**config.mk**
```make
export PLATFORM = sky130hd
export DESIGN_NAME = auxirq_status_reg
export DESIGN_NICKNAME = d
export VERILOG_FILES = /design/src/rtl/auxirq_pkg.sv /design/src/rtl/auxirq_evt_cell.sv /design/src/rtl/auxirq_readback.sv /design/src/rtl/auxirq_status_reg.sv
export SDC_FILE = /design/constraint.sdc
export NUM_CORES = 1
export LEC_CHECK = 0
export ABC_AREA = 1
export BUFFER_PORTS_ARGS = -buffer_cell sky130_fd_sc_hd__buf_2
export CAP_MARGIN = 20
export CORE_MARGIN = 4
export CORE_UTILIZATION = 32
export DETAILED_ROUTE_END_ITERATION = 10
export GPL_ROUTABILITY_DRIVEN = 0
export PLACE_DENSITY = 0.76
export SYNTH_ARGS = -nofsm -noshare
export SYNTH_HDL_FRONTEND = slang
export SYNTH_SLANG_ARGS = --single-unit
```
**constraint.sdc**
```tcl
create_clock -name clk -period 0.85 [get_ports clk]
set_input_delay 0.085 -clock clk [delete_from_list [all_inputs] [get_ports clk]]
set_output_delay 0.085 -clock clk [all_outputs]
set_load 0.02 [all_outputs]
```
**src/rtl/auxirq_pkg.sv**
```systemverilog
package auxirq_pkg;
    localparam int unsigned EVT_COUNT  = 6;
    localparam int unsigned ACK_SHIFT  = 1;
    localparam int unsigned MASK_SHIFT = 2;

    // Status bit position of each event index in the status word.
    function automatic int unsigned evt_pos(input int unsigned idx);
        case (idx)
            0:       return 3;   // transfer complete
            1:       return 6;   // bad address
            2:       return 9;   // timeout
            3:       return 12;  // nack / defer
            4:       return 15;  // bad byte count
            default: return 27;  // channel error
        endcase
    endfunction
endpackage

```
**src/rtl/auxirq_evt_cell.sv**
```systemverilog
module auxirq_evt_cell (
    input  logic clk,
    input  logic rst_n,
    input  logic evt_i,
    input  logic ack_i,
    input  logic load_en_i,
    input  logic en_val_i,
    output logic status_o,
    output logic en_o
);
    logic status_q;
    logic en_q;

    // Sticky status: a new event outranks a same-cycle acknowledge.
    always_ff @(posedge clk) begin
        if (!rst_n) begin
            status_q <= 1'b0;
        end else begin
            status_q <= evt_i | (status_q & ~ack_i);
        end
    end

    always_ff @(posedge clk) begin
        if (!rst_n) begin
            en_q <= 1'b0;
        end else if (load_en_i) begin
            en_q <= en_val_i;
        end
    end

    assign status_o = status_q;
    assign en_o     = en_q;

    AST_EVT_SETS: assert property (@(posedge clk) disable iff (!rst_n)
        evt_i |=> status_q);
    AST_STICKY: assert property (@(posedge clk) disable iff (!rst_n)
        (status_q && !ack_i) |=> status_q);
    AST_ACK_CLEARS: assert property (@(posedge clk) disable iff (!rst_n)
        (ack_i && !evt_i) |=> !status_q);
    AST_EVT_BEATS_ACK: assert property (@(posedge clk) disable iff (!rst_n)
        (ack_i && evt_i) |=> status_q);
    AST_EN_KEEP: assert property (@(posedge clk) disable iff (!rst_n)
        !load_en_i |=> $stable(en_q));
endmodule

```
**src/rtl/auxirq_readback.sv**
```systemverilog
module auxirq_readback
    import auxirq_pkg::*;
#(
    parameter int unsigned ADDR_W     = 8,
    parameter int unsigned DATA_W     = 32,
    parameter logic [ADDR_W-1:0] STATUS_OFS = 8'h20,
    parameter logic [ADDR_W-1:0] REV_OFS    = 8'h00,
    parameter logic [DATA_W-1:0] REV_VALUE  = 32'h1000_0004
) (
    input  logic [ADDR_W-1:0]    addr_i,
    input  logic [EVT_COUNT-1:0] status_i,
    input  logic [EVT_COUNT-1:0] en_i,
    output logic [DATA_W-1:0]    rdata_o
);
    logic [DATA_W-1:0] status_word;

    always_comb begin
        status_word = '0;
        for (int k = 0; k < EVT_COUNT; k++) begin
            status_word[evt_pos(k)]              = status_i[k];
            status_word[evt_pos(k) + MASK_SHIFT] = en_i[k];
        end
    end

    always_comb begin
        if (addr_i == STATUS_OFS) begin
            rdata_o = status_word;
        end else if (addr_i == REV_OFS) begin
            rdata_o = REV_VALUE;
        end else begin
            rdata_o = '0;
        end
    end
endmodule

```
**src/rtl/auxirq_status_reg.sv**
```systemverilog
module auxirq_status_reg
    import auxirq_pkg::*;
#(
    parameter int unsigned ADDR_W     = 8,
    parameter int unsigned DATA_W     = 32,
    parameter logic [ADDR_W-1:0] STATUS_OFS = 8'h20,
    parameter logic [ADDR_W-1:0] REV_OFS    = 8'h00,
    parameter logic [DATA_W-1:0] REV_VALUE  = 32'h1000_0004
) (
    input  logic                 clk,
    input  logic                 rst_n,
    input  logic [ADDR_W-1:0]    bus_addr,
    input  logic                 bus_wr,
    input  logic [DATA_W-1:0]    bus_wdata,
    output logic [DATA_W-1:0]    bus_rdata,
    input  logic [EVT_COUNT-1:0] evt_i,
    output logic                 irq_o
);
    logic                 status_hit;
    logic                 mask_field_set;
    logic [EVT_COUNT-1:0] status_vec;
    logic [EVT_COUNT-1:0] en_vec;

    assign status_hit = bus_wr && (bus_addr == STATUS_OFS);

    // The enable set is reloaded only by writes that carry an enable bit.
    always_comb begin
        mask_field_set = 1'b0;
        for (int k = 0; k < EVT_COUNT; k++) begin
            mask_field_set = mask_field_set | bus_wdata[evt_pos(k) + MASK_SHIFT];
        end
    end

    for (genvar g = 0; g < EVT_COUNT; g++) begin : g_evt
        localparam int unsigned P = evt_pos(g);
        auxirq_evt_cell i_cell (
            .clk       (clk),
            .rst_n     (rst_n),
            .evt_i     (evt_i[g]),
            .ack_i     (status_hit && bus_wdata[P + ACK_SHIFT]),
            .load_en_i (status_hit && mask_field_set),
            .en_val_i  (bus_wdata[P + MASK_SHIFT]),
            .status_o  (status_vec[g]),
            .en_o      (en_vec[g])
        );
    end

    auxirq_readback #(
        .ADDR_W     (ADDR_W),
        .DATA_W     (DATA_W),
        .STATUS_OFS (STATUS_OFS),
        .REV_OFS    (REV_OFS),
        .REV_VALUE  (REV_VALUE)
    ) i_readback (
        .addr_i   (bus_addr),
        .status_i (status_vec),
        .en_i     (en_vec),
        .rdata_o  (bus_rdata)
    );

    assign irq_o = |(status_vec & en_vec);

    AST_IRQ_NEEDS_STATUS: assert property (@(posedge clk) disable iff (!rst_n)
        irq_o |-> (status_vec != '0));
    AST_IRQ_NEEDS_EN: assert property (@(posedge clk) disable iff (!rst_n)
        (en_vec == '0) |-> !irq_o);
    AST_REV_READ: assert property (@(posedge clk) disable iff (!rst_n)
        (bus_addr == REV_OFS) |-> (bus_rdata == REV_VALUE));
    AST_OTHER_WRITE_QUIET: assert property (@(posedge clk) disable iff (!rst_n)
        (bus_wr && bus_addr != STATUS_OFS && evt_i == '0) |=> $stable(en_vec));
endmodule

```
==> results.md <==
- CTS Buf Count: 3
- Initial core utilization: 0.334
- Endpoint class of the critical path: output pin
- Async set or reset register ratio after synthesis: 0
- Die W: 58.8 um
- First-pass GRT wire length: 3670 um
- Post-synth cell types: 18
- Post-Syn Instances: 128
- Dpl ws: -0.342 ns
- Leak Pwr: 0.775 nW
- H-tree depth: 1
- Finished Cell Area: 0.00160 mm^2
- Hold Crit Start: evt_i[1]
- Sink Count: 12
- Post-synth top area cell: dfxtp_1
- Final std cells w/o fill: 222
- Worst hold path class: in -> reg
- Fin nets: 243
- Row cnt: 18
- TritonCTS clock tree: yes
- Share of cells above drive strength 1: 0.729
- Pwr dens: 822 mW/mm^2
- Sequential element share of the synthesized area: 0.290
- Post-route ant nets: 0
- Final HPWL DP: 1740 um
- Highest Clock Rate: 0.852 GHz
- Synth top area cells: dfxtp_1 (29%), buf_4 (17%), nor2_1 (12%)
- #FFs+latches synth: 12
- Final count of negative-setup-slack endpoints: 23
- Drt pass-1 iters: 2
- Placed instance area: 0.00122 mm^2
- Final wirelength: 2490 um
- Clock Path Buffers: 2
- Die ar.: 0.00346 mm^2
- Largest net degree at the start of global routing: 13
- Synth top area share: 0.290
- Status: complete, but fails checks
- Critical path fanouts, max: 2
- Post-Syn Area: 827 um^2
- CTS Hold Buffers Added: 0
- RSZ-0062 raised after global routing: yes
- FF-to-FF path depth: 5
- Clock Pin Slew Worst Setup and Hold Paths: 0.07 ns
- DIE HEIGHT: 58.8 um
- DR WL/cell: 11.2 um
- Most common cell in the synthesized netlist: nor2_1
- Clk_skew: 0 ns
- WHS Endpoint: g_evt[1].i_cell.status_o
- Worst hold path stage count: 3
- Congestion Overflow GR: 0
- Post-synth top cells: nor2_1 (26), inv_1 (21), buf_4 (19), nand2_1 (18), dfxtp_1 (12)
- R2R Path Start: g_evt[3].i_cell.status_o
- Number of flops mapped to enable cells by yosys: 0
- Insertion delay to the later sink of the worst-skew pair: 0.27 ns
- Antenna violations before repair: 0
- Worst vdd ir: 0.788 mV
- Crit Path Class: reg -> out
- Overall Global Routing Usage: 0.140
- Hold Slack: 0.0354 ns
- CORE AREA: 0.00248 mm^2
- Area growth syn-to-layout: 93.6%
- Min cycle time layout: 1.17 ns
- Worst Setup SP: g_evt[3].i_cell.en_o
- Number of diodes: 0
- Pins Over Slew Limit: 0
- Synth Warn #: 0
- Final WS setup: -0.324 ns
- Failing checks: negative setup slack
- Worst EP required: 0.76 ns
- TNS Setup: -2.76 ns
- Tcrit/Tclk final: 1.38
- Fill cell count: 215
- Placed insts: 212
- Vias post-DR: 947
- Setup crit start kind: register
- Vias per cell: 4.27
- Ports: 82
- Critical R2R Capture: g_evt[3].i_cell.status_o
- Vias in the first global route: 932
- R2r setup slk: -0.05 ns
- Port buffer count: 43
- Drt first-iter violations: 9
- Synth Area per Inst: 6.46 um^2
- Clk root buf: clkbuf_4
- Max Cap Violations: 0
- # DRC: 0
- Worst Path Arrival: 1.09 ns
- Final hold violation count: 0
- Most used DFF post-synth: dfxtp_1
[how the worst max path moves through the flow]
| stage | end | cells past startpoint |
|---|---|---|
| final | irq_o | 5 |
| after global routing | irq_o | 5 |
| after CTS | irq_o | 5 |
| after detailed placement | bus_rdata[29] | 8 |
| after global placement | bus_rdata[29] | 8 |
| after floorplan | bus_rdata[11] | 7 |
[metrics by stage]
stage	power, mW	util
6_report	1.32	0.646
5_1_grt	1.38	0.646
4_1_cts	1.27	0.597
3_5_place_dp	0.897	0.493
3_3_place_gp	0.893	0.493
2_1_floorplan	0.824	-
[cells in the final DEF, fill, tap and decap left out]
cell	Yosys	layout
o22ai_2	0	1
nand2_2	2	10
nand2_1	18	8
nor2_8	1	1
nand3_1	8	4
nor2_2	3	4
inv_1	21	7
nand3_4	1	2
o22ai_1	2	1
inv_2	1	13
a21oi_1	9	5
nor2_1	26	9
clkbuf_4	0	3
buf_4	19	11
inv_8	0	1
nand2_4	0	2
conb_1	1	18
nor2_4	0	16
inv_12	0	1
nor4_4	0	1
a21oi_2	0	4
dfxtp_2	0	12
buf_6	1	31
buf_2	1	23
nand3_2	0	4
[layer usage]
layer  share of wire  global-route usage  vias to the layer above
met3           0.069              0.0439                       11
met4           0.031              0.0583                        0
met5               0                   0                        -
met1            0.33               0.129                      420
met2            0.57               0.274                       34
li1                -                   -                      482
[cell families after synthesis]
group	share of synthesized area
and+or+nand+nor	0.339
other	0.00453
DFF	0.290
buffers and inverters	0.297
AOI/OAI and AO/OA	0.0696
[report_power, final]
group          total, mW  switching [mW]  leakage, nW  internal, mW
logic              0.362           0.211        0.658         0.151
clock network      0.351           0.187       0.0138         0.164
registers          0.604          0.0170        0.103         0.587
total               1.32           0.415        0.775         0.902
[state kept, by name, indices dropped and copies added, names as in the netlist]
register / count
g_evt.i_cell.en_o: 6
g_evt.i_cell.status_o: 6
[layout make-up]
type	instances	area, um^2	area share
clock buffer	3	22.5	0.0141
inverter	22	103	0.0641
multi-input combinational	90	637	0.398
sequential	12	255	0.159
tap	30	37.5	0.0234
timing repair buffer	65	547	0.341
[worst max-delay path, cell delays in order (launching register included)]
cell,delay (ns)
dfxtp_2,0.32
inv_2,0.06
o22ai_2,0.09
a21oi_2,0.13
nand2_1,0.09
buf_6,0.13
[what timing repair did]
item | 4_1_cts | 5_1_grt
buffers inserted | 5 | 4
pin swaps | 9 | 11
setup endpoints to repair | 16 | 27
gates resized for setup | 74 | 33
gates cloned | 1 | 0
hold endpoints to repair | 0 | 0
(Power assumes the default switching activity.)
